==> src/rtl/amp_pkg.sv <==
package amp_pkg;

    localparam int TICKS_PER_FRAME = 32;
    localparam int MAX_DIV         = 16;
    localparam int DIV_W           = $clog2(MAX_DIV + 1);
    localparam int PHASE_W         = $clog2(MAX_DIV);
    localparam int PERIOD_W        = 16;
    localparam int NUM_RATES       = 7;

    typedef logic [PERIOD_W-1:0] period_t;
    typedef logic [DIV_W-1:0]    div_t;

    typedef enum logic [2:0] {
        RC_DIV1  = 3'd0,
        RC_DIV2  = 3'd1,
        RC_DIV6  = 3'd2,
        RC_DIV6X = 3'd3,
        RC_DIV8  = 3'd4,
        RC_DIV10 = 3'd5,
        RC_DIV16 = 3'd6,
        RC_NONE  = 3'd7
    } ratio_e;

    // one closed measurement, valid for a single cycle at a sync edge
    typedef struct packed {
        logic    valid;
        period_t count;
    } meas_t;

    typedef struct packed {
        logic   locked;
        ratio_e code;
    } lock_t;

    function automatic div_t div_of(ratio_e c);
        case (c)
            RC_DIV1:  return div_t'(1);
            RC_DIV2:  return div_t'(2);
            RC_DIV6:  return div_t'(6);
            RC_DIV6X: return div_t'(6);
            RC_DIV8:  return div_t'(8);
            RC_DIV10: return div_t'(10);
            RC_DIV16: return div_t'(16);
            default:  return div_t'(1);
        endcase
    endfunction

    function automatic logic has_slip(ratio_e c);
        return c == RC_DIV6X;
    endfunction

    function automatic period_t nominal(ratio_e c);
        return period_t'(TICKS_PER_FRAME * int'(div_of(c)) + (has_slip(c) ? 1 : 0));
    endfunction

    // windows are +/-1, except that 192 and 193 split their shared edge
    function automatic period_t window_lo(ratio_e c);
        return (c == RC_DIV6X) ? nominal(c) : nominal(c) - period_t'(1);
    endfunction

    function automatic period_t window_hi(ratio_e c);
        return (c == RC_DIV6) ? nominal(c) : nominal(c) + period_t'(1);
    endfunction

endpackage

==> src/rtl/amp_period_meter.sv <==
module amp_period_meter
    import amp_pkg::*;
#(
    parameter int MAX_PERIOD = 1023
) (
    input  logic  clk,
    input  logic  rst,
    input  logic  fsync,
    output logic  rise,
    output meas_t meas
);

    localparam period_t SAT = period_t'(MAX_PERIOD);

    logic    fs_q;
    logic    seen;
    period_t cnt;

    assign rise       = fsync & ~fs_q;
    assign meas.valid = rise & seen;
    assign meas.count = cnt;

    always_ff @(posedge clk) begin
        if (rst) begin
            fs_q <= 1'b0;
            seen <= 1'b0;
            cnt  <= '0;
        end else begin
            fs_q <= fsync;
            if (rise) begin
                cnt  <= period_t'(1);
                seen <= 1'b1;
            end else if (cnt < SAT) begin
                cnt <= cnt + period_t'(1);
            end
        end
    end

    AST_PERIOD_SATURATES: assert property (@(posedge clk) disable iff (rst)
        cnt <= SAT);

    AST_COUNT_RESTARTS: assert property (@(posedge clk) disable iff (rst)
        rise |=> (cnt == period_t'(1)));

endmodule

==> src/rtl/amp_ratio_lock.sv <==
module amp_ratio_lock
    import amp_pkg::*;
(
    input  logic  clk,
    input  logic  rst,
    input  meas_t meas,
    output lock_t st
);

    logic [NUM_RATES-1:0] hit;
    ratio_e               cls;
    ratio_e               prev_cls;

    for (genvar g = 0; g < NUM_RATES; g++) begin : g_win
        assign hit[g] = (meas.count >= window_lo(ratio_e'(3'(g)))) &&
                        (meas.count <= window_hi(ratio_e'(3'(g))));
    end

    always_comb begin
        cls = RC_NONE;
        for (int k = NUM_RATES - 1; k >= 0; k--) begin
            if (hit[k]) cls = ratio_e'(3'(k));
        end
    end

    always_ff @(posedge clk) begin
        if (rst) begin
            st.locked <= 1'b0;
            st.code   <= RC_DIV1;
            prev_cls  <= RC_NONE;
        end else if (meas.valid) begin
            prev_cls <= cls;
            if (cls == RC_NONE) begin
                st.locked <= 1'b0;
            end else if (cls == prev_cls) begin
                st.locked <= 1'b1;
                st.code   <= cls;
            end else begin
                st.locked <= 1'b0;
            end
        end
    end

    AST_WINDOWS_DISJOINT: assert property (@(posedge clk) disable iff (rst)
        $onehot0(hit));

    AST_LOCK_FROM_MEASURE: assert property (@(posedge clk) disable iff (rst)
        $rose(st.locked) |-> $past(meas.valid));

    AST_BAD_PERIOD_UNLOCKS: assert property (@(posedge clk) disable iff (rst)
        (meas.valid && cls == RC_NONE) |=> (!st.locked && $stable(st.code)));

    AST_CODE_HOLDS_BETWEEN_SYNCS: assert property (@(posedge clk) disable iff (rst)
        !meas.valid |=> $stable(st.code));

endmodule

==> src/rtl/amp_tick_divider.sv <==
module amp_tick_divider
    import amp_pkg::*;
(
    input  logic  clk,
    input  logic  rst,
    input  logic  rise,
    input  lock_t st,
    output logic  tick
);

    logic [PHASE_W-1:0] phase;
    logic               slip_pend;
    div_t               div;
    logic               wrap;

    assign div  = div_of(st.code);
    assign wrap = (div_t'(phase) == div - div_t'(1));

    always_ff @(posedge clk) begin
        if (rst) begin
            phase     <= '0;
            slip_pend <= 1'b0;
            tick      <= 1'b0;
        end else begin
            tick <= st.locked & (rise | (~slip_pend & wrap));
            if (rise) begin
                phase     <= '0;
                slip_pend <= has_slip(st.code);
            end else if (slip_pend) begin
                slip_pend <= 1'b0;
            end else if (wrap) begin
                phase <= '0;
            end else begin
                phase <= phase + 1'b1;
            end
        end
    end

    AST_SLIP_ONLY_EXTENDED: assert property (@(posedge clk) disable iff (rst)
        slip_pend |-> ($past(st.code) == RC_DIV6X));

    AST_PHASE_BOUND: assert property (@(posedge clk) disable iff (rst)
        div_t'(phase) < div);

endmodule

==> src/rtl/mclk_autoprescale.sv <==
module mclk_autoprescale
    import amp_pkg::*;
#(
    parameter int MAX_PERIOD = 1023
) (
    input  logic       clk,
    input  logic       rst,
    input  logic       fsync,
    output logic       tick,
    output logic       locked,
    output logic [2:0] ratio_code
);

    logic  rise;
    meas_t meas;
    lock_t lk;

    amp_period_meter #(.MAX_PERIOD(MAX_PERIOD)) u_meter (
        .clk   (clk),
        .rst   (rst),
        .fsync (fsync),
        .rise  (rise),
        .meas  (meas)
    );

    amp_ratio_lock u_lock (
        .clk  (clk),
        .rst  (rst),
        .meas (meas),
        .st   (lk)
    );

    amp_tick_divider u_div (
        .clk  (clk),
        .rst  (rst),
        .rise (rise),
        .st   (lk),
        .tick (tick)
    );

    assign locked     = lk.locked;
    assign ratio_code = lk.code;

    AST_TICK_NEEDS_LOCK: assert property (@(posedge clk) disable iff (rst)
        tick |-> $past(lk.locked));

    AST_SYNC_ALIGNED_TICK: assert property (@(posedge clk) disable iff (rst)
        (lk.locked && rise) |=> tick);

endmodule

==> config.mk <==
export PLATFORM = sky130hd
export DESIGN_NAME = mclk_autoprescale
export DESIGN_NICKNAME = d
export VERILOG_FILES = /design/src/rtl/amp_pkg.sv /design/src/rtl/amp_period_meter.sv /design/src/rtl/amp_ratio_lock.sv /design/src/rtl/amp_tick_divider.sv /design/src/rtl/mclk_autoprescale.sv
export SDC_FILE = /design/constraint.sdc
export NUM_CORES = 1
export LEC_CHECK = 0
export BUFFER_PORTS_ARGS = -buffer_cell sky130_fd_sc_hd__buf_2
export CAP_MARGIN = 15
export CORE_MARGIN = 10
export CORE_UTILIZATION = 30
export CTS_CLUSTER_SIZE = 10
export DETAILED_ROUTE_END_ITERATION = 10
export PLACE_DENSITY = 0.52
export SYNTH_ARGS = -nofsm -noshare
export SYNTH_HDL_FRONTEND = slang
export SYNTH_SLANG_ARGS = --single-unit
==> constraint.sdc <==
create_clock -name clk -period 3.06 [get_ports clk]
set_clock_uncertainty 0.1 [all_clocks]
set_input_delay 0 -clock clk [delete_from_list [all_inputs] [get_ports clk]]
set_output_delay 0 -clock clk [all_outputs]
set_load 0.02 [all_outputs]
==> metrics <==
status completed; slowest CP cell a2111oi_0; port bufs 7; FFs w/ async S/R, synth 0%; CP peak stage delay 0.77 ns; VDD IR max 0.200 mV; critical path class reg -> reg; Routed WL 3930 um; endpoints failing setup 0; sequential share of the synthesized area 33.4%; clk_lat worst skew 0.28 ns; power density cells 450 nW/um2; initial antenna violation count 0; Crit path buffers/inverters 0; Routability Congestion 0.792; Die ar. 9740 um2; # DRC 0; gr usage total 8.31%; sequential standard cell area 621 um2; area grow syn2layout 12.5%; Filler cells 624; row count 28; Syn Area/Cell 8.48 um2; worst r2r src u_meter.cnt[6]; library cells used by synthesis 58; Routed Antenna Nets 0; global-route wire length before repair 6760 um; Rel. slew slack 42.6%; Root Driver clkbuf_8; layout cells sized above 1 14.6%; CTS resizes 0; Crit path arrival time 2.93 ns; Setup crit start u_meter.cnt[6]; P_leak 0.824 nW; CP required 3.17 ns; Die X 98.7 um; synthesized flop and latch total 31; Syn Nets 229; Multi-input gate area 1150 um2; EDFF count, synth 0; critical path peak fanout 10; Worst-path clk slew 0.06 ns; I/O pins 8; core region area 5960 um2; Crit path max-delay family compound AO/OA/AOI/OAI gates; RSZ-0062 raised after global routing no; GRT overflow 0; startpoint types flip-flop; cells after synthesis 219; Layout Cells excl Fill 301; Max Clk Rate 354 MHz; CTS tree done; CTS sink cnt 31; H-tree depth 2; router iterations before antenna repair 4; post-route setup TNS 0 ns; Max Slew Vio Count 0; Die Y 98.7 um; r2r setup slk 0.24 ns; final-stage net count 235; dominant synthesized flop cell dfxtp_1; most frequent cells in the layout dfxtp_1 (31), nor2_1 (28), nand2_1 (14); Hold Startpoint u_meter.seen; Hold Crit Class reg -> reg; slew at the pin with the worst max-slew slack 0.840 ns; Final min period 2.82 ns; max_cap viols 0; Post-DP HPWL 2830 um; Starting Density 31.2%; largest net degree at the start of global routing 13; vias in the first global route 1,409; final hold violation count 0; clock buffer depth 2; total CTS buffers 5; Avg WL per Cell 13.0 um; placed cells 290; vias per cell 4.93; CP cell instances or4b_4 > a2111oi_0 > o31ai_2 > mux2i_4 > a21bo_2 > a31oi_1; Tcrit/Tclk final 92.2%; CP endpoint kind flip-flop; commonest non-fill, non-tap cell in the layout dfxtp_1; YS warnings 0; Initial DRC Count 55; Ant. Diodes 0; Hold Slack 0.367 ns; total number of vias 1,485; Synth Cell Area 1860 um2
==> cells by family (layout without fill, tap and decap cells) <==
logic type / after synthesis / in the layout / synth area share (%)
buffers and inverters: 21 / 28 / 4.38
AO/OA/AOI/OAI: 46 / 46 / 18.4
adder cells (fa/ha/maj): 7 / 7 / 4.72
flip-flops: 31 / 31 / 33.4
multiplexers: 4 / 4 / 2.83
XOR/XNOR: 16 / 16 / 7.95
AND/OR/NAND/NOR: 94 / 94 / 28.3
==> stage by stage <==
| stage | power, mW | worst slack [ns] | instance area [um2] | utilization [%] |
|---|---|---|---|---|
| floorplan | 0.510 | 0.668 | 1860 | - |
| finish | 0.940 | 0.239 | 2090 | 35.1 |
| detailed placement | 0.531 | 0.357 | 1940 | 32.6 |
| CTS | 0.959 | 0.331 | 2090 | 35.1 |
| global route | 0.990 | 0.195 | 2090 | 35.1 |
| global placement | 0.532 | 0.334 | 1940 | 32.6 |
==> cell type report <==
class                           instances  area share [%]
Inverter                               10            1.80
Clock inverter                          2            1.68
Timing Repair Buffer                   10            3.11
Clock buffer                            6            3.95
Tap cell                               75            4.49
Sequential cell                        31            29.7
Multi-Input combinational cell        167            55.3
==> worst reg2reg max path, stage by stage, from the launching register on <==
cell and delay [ns]:
dfxtp_1 0.53, or4b_4 0.54, a2111oi_0 0.77, o31ai_2 0.21, mux2i_4 0.27, a21bo_2 0.22, a31oi_1 0.11
==> routing by layer <==
metal | vias to the layer above | routed length, um | global-route usage, %
met5 | - | 0 | 0
met4 | 0 | 90 | 4.41
met3 | 7 | 105 | 2.72
met2 | 14 | 1780 | 12.7
met1 | 673 | 1960 | 10.1
li1 | 791 | - | -
==> where the power goes <==
| group | switching (mW) | internal [mW] |
|---|---|---|
| logic | 0.0543 | 0.0415 |
| registers | 0.0141 | 0.414 |
| clock network | 0.153 | 0.263 |
| total | 0.222 | 0.718 |
==> state kept, by name, summed over array words and instances (netlist names) <==
register / flops
u_div.phase: 4
u_div.slip_pend: 1
u_div.tick: 1
u_lock.prev_cls: 3
u_lock.st: 4
u_meter.cnt: 16
u_meter.fs_q: 1
u_meter.seen: 1
==> final timing paths <==
kind / depth (start not counted) / endpoint
max: 6 / u_lock.st[0]
min: 2 / u_meter.seen
max reg2reg: 6 / u_lock.st[0]
min reg2reg: 2 / u_meter.seen
==> cells in the mapped netlist, types with 6 or more instances <==
| cell | instances | share of area (%) |
|---|---|---|
| a21oi_1 | 11 | 3.0 |
| and3_1 | 9 | 3.0 |
| clkbuf_1 | 9 | 1.8 |
| dfxtp_1 | 31 | 33 |
| ha_1 | 7 | 4.7 |
| inv_1 | 10 | 2.0 |
| nand2_1 | 14 | 2.8 |
| nor2_1 | 28 | 5.7 |
| o21ai_0 | 7 | 1.9 |
| xnor2_1 | 9 | 4.2 |
| xor2_1 | 6 | 2.8 |
==> timing repair <==
action                                 in CTS  in global routing
hold buffers                                3                  0
endpoints found under the hold margin       7                  0
buffers inserted                            0                  0
(Power assumes the default switching activity.)
